--- config.mk ---
export PLATFORM = sky130hd
export DESIGN_NAME = paged_xlat_out
export DESIGN_NICKNAME = d
export VERILOG_FILES = /design/src/rtl/xlat_pkg.sv /design/src/rtl/xlat_rst_sync.sv /design/src/rtl/xlat_page_table.sv /design/src/rtl/xlat_addr_build.sv /design/src/rtl/xlat_out_stage.sv /design/src/rtl/paged_xlat_out.sv
export SDC_FILE = /design/constraint.sdc
export NUM_CORES = 1
export LEC_CHECK = 0
export BUFFER_PORTS_ARGS = -buffer_cell sky130_fd_sc_hd__buf_4
export CORE_MARGIN = 3
export CORE_UTILIZATION = 30
export DETAILED_ROUTE_END_ITERATION = 10
export SLEW_MARGIN = 20
export SYNTH_ARGS = -nofsm -noshare
export SYNTH_HDL_FRONTEND = slang
export SYNTH_HIERARCHICAL = 1
export SYNTH_SLANG_ARGS = --single-unit
export TNS_END_PERCENT = 100
--- constraint.sdc ---
create_clock -name clk -period 42.4 [get_ports clk]
set_input_delay 12.72 -clock clk [delete_from_list [all_inputs] [get_ports clk]]
set_output_delay 12.72 -clock clk [all_outputs]
set_load 0.005 [all_outputs]
--- src/rtl/xlat_pkg.sv ---
`timescale 1ns/1ps
package xlat_pkg;

  localparam int unsigned BUS_AW = 64;

  typedef logic [BUS_AW-1:0] bus_addr_t;

  typedef enum logic {
    SLOT_EMPTY = 1'b0,
    SLOT_FULL  = 1'b1
  } slot_state_e;

endpackage

--- src/rtl/xlat_rst_sync.sv ---
`timescale 1ns/1ps
module xlat_rst_sync (
  input  logic clk,
  input  logic rst_n,
  output logic rst_ni
);

  logic [1:0] sync_q;
  logic [1:0] sync_d;

  always_comb begin
    sync_d = {sync_q[0], 1'b1};
  end

  always_ff @(posedge clk or negedge rst_n) begin
    if (!rst_n) begin
      sync_q <= 2'b00;
    end else begin
      sync_q <= sync_d;
    end
  end

  assign rst_ni = sync_q[1];

endmodule

--- src/rtl/xlat_page_table.sv ---
`timescale 1ns/1ps
module xlat_page_table #(
  parameter int unsigned ENTRIES = 16,
  parameter int unsigned ENTRY_W = 36,
  localparam int unsigned IDX_W  = $clog2(ENTRIES)
) (
  input  logic               clk,
  input  logic               rst_ni,
  input  logic               wr_en,
  input  logic [IDX_W-1:0]   wr_idx,
  input  logic [ENTRY_W-1:0] wr_data,
  input  logic               rd_en,
  input  logic [IDX_W-1:0]   rd_idx,
  output logic [ENTRY_W-1:0] rd_data,
  input  logic [IDX_W-1:0]   lk_idx,
  output logic [ENTRY_W-1:0] lk_data
);

  logic [ENTRIES-1:0][ENTRY_W-1:0] ent_vec;
  logic [ENTRIES-1:0]              ent_we;
  logic [ENTRY_W-1:0]              rd_d;
  logic [ENTRY_W-1:0]              rd_q;

  // Write decode: one enable per entry
  always_comb begin
    for (int i = 0; i < int'(ENTRIES); i++) begin
      ent_we[i] = wr_en && (wr_idx == IDX_W'(i));
    end
  end

  for (genvar g = 0; g < int'(ENTRIES); g++) begin : g_ent
    logic [ENTRY_W-1:0] q;
    always_ff @(posedge clk or negedge rst_ni) begin
      if (!rst_ni) begin
        q <= '0;
      end else if (ent_we[g]) begin
        q <= wr_data;
      end
    end
    assign ent_vec[g] = q;
  end

  // Lookup port for translation (reads state before any same-edge write)
  assign lk_data = ent_vec[lk_idx];

  // Register read port
  always_comb begin
    rd_d = rd_q;
    if (rd_en) begin
      rd_d = ent_vec[rd_idx];
    end
  end

  always_ff @(posedge clk or negedge rst_ni) begin
    if (!rst_ni) begin
      rd_q <= '0;
    end else begin
      rd_q <= rd_d;
    end
  end

  assign rd_data = rd_q;

  // A completed write is what the lookup port sees on the next cycle
  assert_write_visible_R6: assert property (@(posedge clk) disable iff (!rst_ni)
    (wr_en && (lk_idx == wr_idx)) |=> (!$stable(lk_idx) || (lk_data == $past(wr_data))))
    else $error("R6 write not visible to lookup");

  // Idle read port holds its last value
  assert_rdata_hold_R5: assert property (@(posedge clk) disable iff (!rst_ni)
    !rd_en |=> $stable(rd_data))
    else $error("R5 read data moved without a read");

endmodule

--- src/rtl/xlat_addr_build.sv ---
`timescale 1ns/1ps
module xlat_addr_build
  import xlat_pkg::*;
#(
  parameter int unsigned LOC_AW    = 32,
  parameter int unsigned PAGE_BITS = 12,
  parameter int unsigned IDX_W     = 4,
  parameter int unsigned UP_AW     = 48,
  localparam int unsigned ENTRY_W  = UP_AW - PAGE_BITS,
  localparam int unsigned SEL_TOP  = PAGE_BITS + IDX_W
) (
  input  logic [LOC_AW-1:0]  loc_addr,
  output logic [IDX_W-1:0]   sel_idx,
  input  logic [ENTRY_W-1:0] sel_entry,
  output bus_addr_t          bus_addr
);

  assign sel_idx = loc_addr[PAGE_BITS +: IDX_W];

  if (LOC_AW > SEL_TOP) begin : g_hi
    logic addr_unused_hi;
    assign addr_unused_hi = ^loc_addr[LOC_AW-1:SEL_TOP];
  end

  always_comb begin
    bus_addr                    = '0;
    bus_addr[PAGE_BITS-1:0]     = loc_addr[PAGE_BITS-1:0];
    bus_addr[UP_AW-1:PAGE_BITS] = sel_entry;
  end

endmodule

--- src/rtl/xlat_out_stage.sv ---
`timescale 1ns/1ps
module xlat_out_stage
  import xlat_pkg::*;
(
  input  logic      clk,
  input  logic      rst_ni,
  input  logic      in_valid,
  output logic      in_ready,
  input  bus_addr_t in_addr,
  output logic      out_valid,
  input  logic      out_ready,
  output bus_addr_t out_addr
);

  slot_state_e st_q, st_d;
  bus_addr_t   addr_q;
  logic        load_en;

  assign in_ready = (st_q == SLOT_EMPTY) || out_ready;
  assign load_en  = in_valid && in_ready;

  always_comb begin
    st_d = st_q;
    if (load_en) begin
      st_d = SLOT_FULL;
    end else if (out_ready) begin
      st_d = SLOT_EMPTY;
    end
  end

  always_ff @(posedge clk or negedge rst_ni) begin
    if (!rst_ni) begin
      st_q <= SLOT_EMPTY;
    end else begin
      st_q <= st_d;
    end
  end

  always_ff @(posedge clk or negedge rst_ni) begin
    if (!rst_ni) begin
      addr_q <= '0;
    end else if (load_en) begin
      addr_q <= in_addr;
    end
  end

  assign out_valid = (st_q == SLOT_FULL);
  assign out_addr  = addr_q;

  assert_stall_hold_R8: assert property (@(posedge clk) disable iff (!rst_ni)
    (out_valid && !out_ready) |=> (out_valid && $stable(out_addr)))
    else $error("R8 output changed during stall");

  assert_one_cycle_R7: assert property (@(posedge clk) disable iff (!rst_ni)
    (in_valid && in_ready) |=> (out_valid && (out_addr == $past(in_addr))))
    else $error("R7 accepted request not presented");

endmodule

--- src/rtl/paged_xlat_out.sv ---
`timescale 1ns/1ps
module paged_xlat_out
  import xlat_pkg::*;
#(
  parameter int unsigned LOC_AW    = 32,
  parameter int unsigned PAGE_BITS = 12,
  parameter int unsigned ENTRIES   = 16,
  parameter int unsigned UP_AW     = 48,
  localparam int unsigned IDX_W    = $clog2(ENTRIES),
  localparam int unsigned ENTRY_W  = UP_AW - PAGE_BITS
) (
  input  logic               clk,
  input  logic               rst_n,
  input  logic               req_valid,
  output logic               req_ready,
  input  logic [LOC_AW-1:0]  req_addr,
  output logic               rsp_valid,
  input  logic               rsp_ready,
  output logic [63:0]        rsp_addr,
  input  logic               cfg_wr,
  input  logic               cfg_rd,
  input  logic [IDX_W-1:0]   cfg_idx,
  input  logic [ENTRY_W-1:0] cfg_wdata,
  output logic [ENTRY_W-1:0] cfg_rdata
);

  logic               rst_ni;
  logic [IDX_W-1:0]   lk_idx;
  logic [ENTRY_W-1:0] lk_data;
  bus_addr_t          xl_addr;

  xlat_rst_sync i_rst_sync (
    .clk    (clk),
    .rst_n  (rst_n),
    .rst_ni (rst_ni)
  );

  xlat_page_table #(
    .ENTRIES (ENTRIES),
    .ENTRY_W (ENTRY_W)
  ) i_table (
    .clk     (clk),
    .rst_ni  (rst_ni),
    .wr_en   (cfg_wr),
    .wr_idx  (cfg_idx),
    .wr_data (cfg_wdata),
    .rd_en   (cfg_rd),
    .rd_idx  (cfg_idx),
    .rd_data (cfg_rdata),
    .lk_idx  (lk_idx),
    .lk_data (lk_data)
  );

  xlat_addr_build #(
    .LOC_AW    (LOC_AW),
    .PAGE_BITS (PAGE_BITS),
    .IDX_W     (IDX_W),
    .UP_AW     (UP_AW)
  ) i_build (
    .loc_addr  (req_addr),
    .sel_idx   (lk_idx),
    .sel_entry (lk_data),
    .bus_addr  (xl_addr)
  );

  xlat_out_stage i_out (
    .clk       (clk),
    .rst_ni    (rst_ni),
    .in_valid  (req_valid),
    .in_ready  (req_ready),
    .in_addr   (xl_addr),
    .out_valid (rsp_valid),
    .out_ready (rsp_ready),
    .out_addr  (rsp_addr)
  );

  assert_offset_pass_R1: assert property (@(posedge clk) disable iff (!rst_ni)
    (req_valid && req_ready) |=> (rsp_addr[PAGE_BITS-1:0] == $past(req_addr[PAGE_BITS-1:0])))
    else $error("R1 offset bits altered");

  if (UP_AW < 64) begin : g_zero_chk
    assert_upper_zero_R4: assert property (@(posedge clk) disable iff (!rst_ni)
      rsp_valid |-> (rsp_addr[63:UP_AW] == '0))
      else $error("R4 bits above upstream width set");
  end

  assert_ready_rule_R8: assert property (@(posedge clk) disable iff (!rst_ni)
    (!rsp_valid || rsp_ready) |-> req_ready)
    else $error("R8 ready low with room available");

endmodule

; ---- Word-level counts from Yosys, hierarchy flattened
; Index checks and enable logic that the tools add are counted.
[word_totals]
output_inout_bits = 102
word_cells = 64
in_bits = 78
register_bits = 663
[op_classes]
magnitude_cmp = 2
mux = 6
n_bitwise = 1
n_eq_ne = 15
n_reduce_logical = 20
[op_table]
columns = cell, n
row1 = $bmux 36 s4, 2
row2 = $mux 36, 2
row3 = $eq 4x4->1 const B, 8
row4 = $logic_and 1x1->1, 17
row5 = $eq 4x3->1 const B, 4
row6 = $lt 4x5->1 const B, 2
row7 = $eq 4x2->1 const B, 2
row8 = $eq 4x1->1 const B, 1
row9 = $logic_not 4->1, 1
row10 = $mux 1, 2
row11 = $reduce_bool 2->1, 1
row12 = $logic_or 1x1->1, 1
row13 = $not 1->1, 1

; ---- Longest topological paths before layout
; Gate-level depths: netlist of run 1.
[logic_depth]
depth_word = 4
depth_mapped = 8
ltp_nobuf = 3

; ---- Cells and area by module
; The synthesis of run 1 kept the hierarchy.
[modules_own_cells]
columns = module, cells_each, instances, area_each_um2, seq_area_each_um2
row1 = xlat_page_table, 1871, 1, 31182.4, 15314.7
row2 = xlat_out_stage, 138, 1, 2671.3, 1626.6
row3 = xlat_addr_build, 69, 1, 514.2, 0.0
row4 = xlat_rst_sync, 3, 1, 53.8, 50.0

; ---- Worst setup path before layout of run 1
; No wires, ideal clock.
[synth_path]
kind = input -> output
from = in rsp_ready
to = out req_ready
path_stages = 1
slack_ns = 16.822
t_required_ns = 29.680
arrival_time_ns = 12.858
cell_sequence = nand2b_4
[synth_between]
elab_chain_cells = 1
[synth_lines]
columns = item, line
row1 = "start, declared", paged_xlat_out.sv:18  ; input logic rsp_ready,
row2 = $logic_or 1x1->1, xlat_out_stage.sv:19  ; assign in_ready = (st_q == SLOT_EMPTY) || out_ready;
row3 = "end, declared", paged_xlat_out.sv:15  ; output logic req_ready,
; No other way between the ends.

; ---- Worst setup path in the final report of run 1
; Same ends and word-level chain as after synthesis.

==> results.cfg, run 1 <==
[power_and_ir_drop]
p_int_mw = 1.49
ir_worst_vdd_uv = 25.9
seq_power_share_pct = 45.4
swShare_pct = 26.7
pwr-share-clk_pct = 32.9
power_density_nw_per_um2 = 52.2
p_leak_nw = 16.1
switchingPower_mw = 0.544
p_comb_share_pct = 21.8

[finish]
drive_above_1_share_pct = 58.9
mostFrequentLayoutCells = dfrtp_1, mux2_2, mux4_2, buf_4, clkbuf_16
fillCellCount = 10722
utilization_pct = 34.5
layout.nets = 2185
regArea_um2 = 17000
multiInputGateArea_um2 = 16100
syn_to_final_growth_pct = 13.4
fin_cells = 3667
final_common_cell = dfrtp_1

[timing]
finClkSkew_ns = 0.0161
setup_slack_ns = 16.57
fin_setup_tns_ns = 0
min_period_ns = 25.83
fin_hold_ws_ns = 0.353
slew_headroom_pct = 30.2
setup_viol = 0
finalHoldViolations = 0
tightest_slew_ns = 1.05
rsz0062_at_grt = false
drv_slew = 0
fin_crit_sh_pct = 60.9
fmax_mhz = 38.7

[grt]
grt_use_total_pct = 16.6
grt_pass1_vias = 21529
antenna_found_initial = 9
grt_max_degree = 181
grt_pass1_wl_um = 147000
grt-ovfl-total = 0

[setup_path]
required_ns = 29.68
critPathArrivalTime_ns = 13.11
path_buf_inv = 2
path_cells = buf_4, nand2b_4, buf_4
critical_path_class = in2out
end_kind = output pin
cpMaxStageDelayCell = nand2b_4
rr_startpoint = i_rst_sync/sync_q[1]
worst-path-max-fanout = 3
cp-startpoint = rsp_ready
path_delay_family = buffers and inverters
critPathLaunchType = input pin
cp_slowest_stage_delay_ns = 0.15
path_common_cell = buf_4

[floorplanning]
rows = 123
die_w_um = 345
top_level_ports = 180
core_um2 = 113000
die_h_um = 345
start_util_pct = 30.4
dieArea_um2 = 119000

[routing]
drt-total-wl_um = 98500
wire_per_inst_um = 26.9
drt_iter0_drc = 1469
drc_errors = 0
viasPerCell = 5.41
ant_nets = 0
vias = 19821
dr.pass1.iters = 5

[clocking]
clk_root_buffer_cell = clkbuf_16
cts.clk_slew.worst_paths_ns = 0.05
insertion_delay_ns = 0.62
cts_resized = 0
htree_levels = 3
cts.path.max_buffers = 3
cts_hold_buf = 0
post_cts_buffers = 0
cts_buffers = 77
cts_tree = built
clock-sinks = 679

[run_status]
status = completed

[placement]
hpwl_um = 54900
dpl.cell_count = 3527
place.gp.congestion = 0.767
numPortBuffers = 163
pre_cts_slack_ns = 16.57

[synth]
synth_area_um2 = 34400
seq_area_frac_synth_pct = 49.4
synth_cell_types = 27
syn_area_per_cell_um2 = 16.5
ys_ff_latch = 679
synth_warnings = 6
syn_inst = 2081

[worst_hold_path]
min_from = i_rst_sync/sync_q[0]
min_path_type = reg2reg

[flow_run]
cap_violations = 0
[routing by layer]
layer  global-route usage [%]  vias up  routed length [um]
met5                        0        -                  31
met4                     5.63        6                2910
met3                     3.76      175                6570
met2                     28.1      645               49400
met1                     21.1    10904               39700
li1                         -     8091                   -
[metrics by stage]
step                cell area [um2]  power [mW]
CTS                           39000        2.07
global placement              36500        1.36
finish                        39000        2.04
detailed placement            36500        1.38
global route                  39000        2.14
floorplan                     34500        1.24
[Yosys cell counts (all sizes together)]
| cell type | count | area, um2 |
|---|---|---|
| nor2 | 46 | 195 |
| nand2b | 5 | 38.8 |
| clkbuf | 70 | 263 |
| nand2 | 3 | 18.8 |
| a221oi | 36 | 315 |
| nand3b | 4 | 30.0 |
| conb | 2 | 7.51 |
| nand3 | 1 | 5.00 |
| mux4 | 324 | 7300 |
| or3 | 3 | 18.8 |
| nor3b | 1 | 7.51 |
| mux2 | 640 | 7430 |
| and2 | 1 | 6.26 |
| o22ai | 36 | 225 |
| and3 | 1 | 6.26 |
| dfrtp | 679 | 17000 |
| mux2i | 36 | 360 |
| or2 | 1 | 6.26 |
| buf | 192 | 1200 |
[path summary, 6_finish.rpt]
kind / to / slack (ns) / cells after the start
setup / recovery: req_ready / 16.57 / 3
hold / removal: i_rst_sync/sync_q[1] / 0.35 / 0
setup reg to reg: i_table/g_ent[10].q[17] / 38.35 / 4
hold reg to reg: i_rst_sync/sync_q[1] / 0.35 / 0
max in group asynchronous: i_rst_sync/sync_q[1] / 30.43 / 1
min in group asynchronous: i_out/out_addr[11] / 0.46 / 0
[registers in the layout, summed over array words and instances, names as in the netlist]
| register | cells |
|---|---|
| i_out/out_addr | 64 |
| i_table/rd_data | 36 |
| i_out/out_valid | 1 |
| i_rst_sync/sync_q | 2 |
| i_table/g_ent.q | 576 |
[power groups by stage]
stage          logic (mW)  clock network [mW]  registers (mW)
2_1_floorplan       0.344                   0           0.897
3_3_place_gp        0.438                   0           0.925
3_5_place_dp        0.448                   0           0.935
4_1_cts             0.450               0.693           0.923
5_1_grt             0.478               0.720           0.944
6_report            0.444               0.670           0.924
[area by class of cell]
class / count / area share (%)
Clock buffer: 114 / 5.77
Sequential cell: 679 / 43.5
Multi-Input combinational cell: 1155 / 41.3
Tap cell: 1500 / 4.81
Antenna cell: 5 / 0.0321
Clock inverter: 20 / 0.680
Timing Repair Buffer: 194 / 3.90
[kinds of logic (layout without fill, tap and decap cells)]
| kind of cell | after synthesis | in the layout | share of synthesized area [%] |
|---|---|---|---|
| AO/OA/AOI/OAI | 72 | 72 | 1.57 |
| flip-flops | 679 | 679 | 49.4 |
| multiplexers | 1000 | 1000 | 43.8 |
| AND/OR/NAND/NOR | 66 | 66 | 0.967 |
| other | 2 | 22 | 0.0218 |
| buffers and inverters | 262 | 328 | 4.24 |
Power figures use the tool's default switching activity.
==> inputs of run 2 (changes only) <==
Clock period 42.4 ns to 21.9 ns, I/O delays scaled along.
==> run 2 against run 1 <==
Sequential share of layout area hardly changed. Global-route usage is essentially flat. Hold slack improved by 0.0029 ns. Sequential cell count unchanged. Combinational power up 94%. Critical path type unchanged. Highest routed layer unchanged.
==> results.cfg, run 2 (synthesis results as in run 1) <==
[setup_path]
required_ns = 15.33
critPathLaunchType = input pin
critical_path_class = in2out
path_common_cell = buf_4
end_kind = output pin
cp_slowest_stage_delay_ns = 0.14
cpMaxStageDelayCell = nand2b_4
path_cells = buf_4, nand2b_4, buf_4
worst-path-max-fanout = 3
critPathArrivalTime_ns = 6.96
r2r_slack_ns = 18.26

[routing]
vias = 19621
drt_iter0_drc = 1197
wire_per_inst_um = 26.8
viasPerCell = 5.35
dr.pass1.iters = 5
wl_met2_um = 48900
drc_errors = 0
highest_layer = met5
ant_nets = 0
drt-total-wl_um = 98300
route.met3.wl_um = 6200
wl_met1_um = 39700

[clocking]
cts_hold_buf = 0
post_cts_buffers = 0
clock-sinks = 679
cts_resized = 0
cts.path.max_buffers = 3
cts_tree = built
clk_root_buffer_cell = clkbuf_16
htree_levels = 3
cts.clk_slew.worst_paths_ns = 0.06
cts_buffers = 78
insertion_delay_ns = 0.65

[placement]
place.gp.congestion = 0.756
numPortBuffers = 163
hpwl_um = 54700

[timing]
fin_setup_tns_ns = 0
setup_viol = 0
finClkSkew_ns = 0.0259
fin_crit_sh_pct = 61.8
min_period_ns = 13.53
tightest_slew_ns = 1.06
slew_headroom_pct = 29.3
finalHoldViolations = 0
rsz0062_at_grt = false
drv_slew = 0
fmax_mhz = 73.9

[power_and_ir_drop]
ir_worst_vdd_uv = 54.0
power.total_mw = 3.95
p_leak_nw = 16.1
power_density_nw_per_um2 = 101

[finish]
layout.nets = 2184
largest_reg_flops = 576
drive_above_1_share_pct = 59.0
syn_to_final_growth_pct = 13.3
mostFrequentLayoutCells = dfrtp_1, mux2_2, mux4_2, buf_4, clkbuf_16
final_common_cell = dfrtp_1
regMostFlops = i_table/g_ent.q

[grt]
grt_pass1_wl_um = 147000
grt_use_total_pct = 16.7
antenna_found_initial = 10
grt_pass1_vias = 21563
grt-ovfl-total = 0
grt_max_degree = 171

[floorplanning]
core_um2 = 113000
dieArea_um2 = 119000
top_level_ports = 180
die_h_um = 345
die_w_um = 345
rows = 123
start_util_pct = 30.4

[worst_hold_path]
min_path_type = reg2async

[flow_run]
cap_violations = 0

[run_status]
status = completed
[run 2: where the power goes]
part,internal [mW],switching [mW],total (mW)
logic,0.568,0.293,0.861
clock network,0.763,0.541,1.30
registers,1.55,0.234,1.79
total,2.89,1.07,3.95
[run 2: final timing paths]
path                            cells after the start                 endpoint                 start
worst max-delay path                                3                req_ready             rsp_ready
worst min-delay path                                0        i_out/out_addr[9]  i_rst_sync/sync_q[1]
worst max register to register                      3  i_table/g_ent[13].q[18]  i_rst_sync/sync_q[1]
worst min register to register                      0        i_out/out_addr[9]  i_rst_sync/sync_q[1]
max in group asynchronous                           1     i_rst_sync/sync_q[1]                 rst_n
min in group clk                                    0     i_rst_sync/sync_q[1]  i_rst_sync/sync_q[0]
[run 2: per-layer routing]
metal	track usage [%]	vias up
li1	-	8037
met1	20.7	10754
met2	28.2	622
met3	3.94	202
met4	6.27	6
met5	0	-
[run 2: worst max-delay path: cells and delay by family]
family | cells | cell delay [ns]
buf+inv | 2 | 0.24
simple gates | 1 | 0.14
[run 2: final cells by class]
cell class                      count  area (um2)
Clock buffer                      117        2260
Antenna cell                        6        15.0
Clock inverter                     21         273
Timing Repair Buffer              192        1490
Fill cell                       10703       74100
Tap cell                         1500        1880
Sequential cell                   679       17000
Multi-Input combinational cell   1155       16100
[run 2: metrics by stage]
stage | std cells | hold slack, ns | area [um2] | worst slack, ns | utilization [%]
floorplan | 2096 | 0.331 | 34500 | 1.57 | -
global placement | 3526 | 0.339 | 36500 | 8.36 | 32.2
detailed placement | 3526 | 0.349 | 36500 | 8.37 | 32.2
CTS | 3664 | 0.365 | 39000 | 8.37 | 34.5
global route | 3666 | 0.363 | 39000 | 8.36 | 34.5
finish | 3670 | 0.355 | 39000 | 8.37 | 34.5
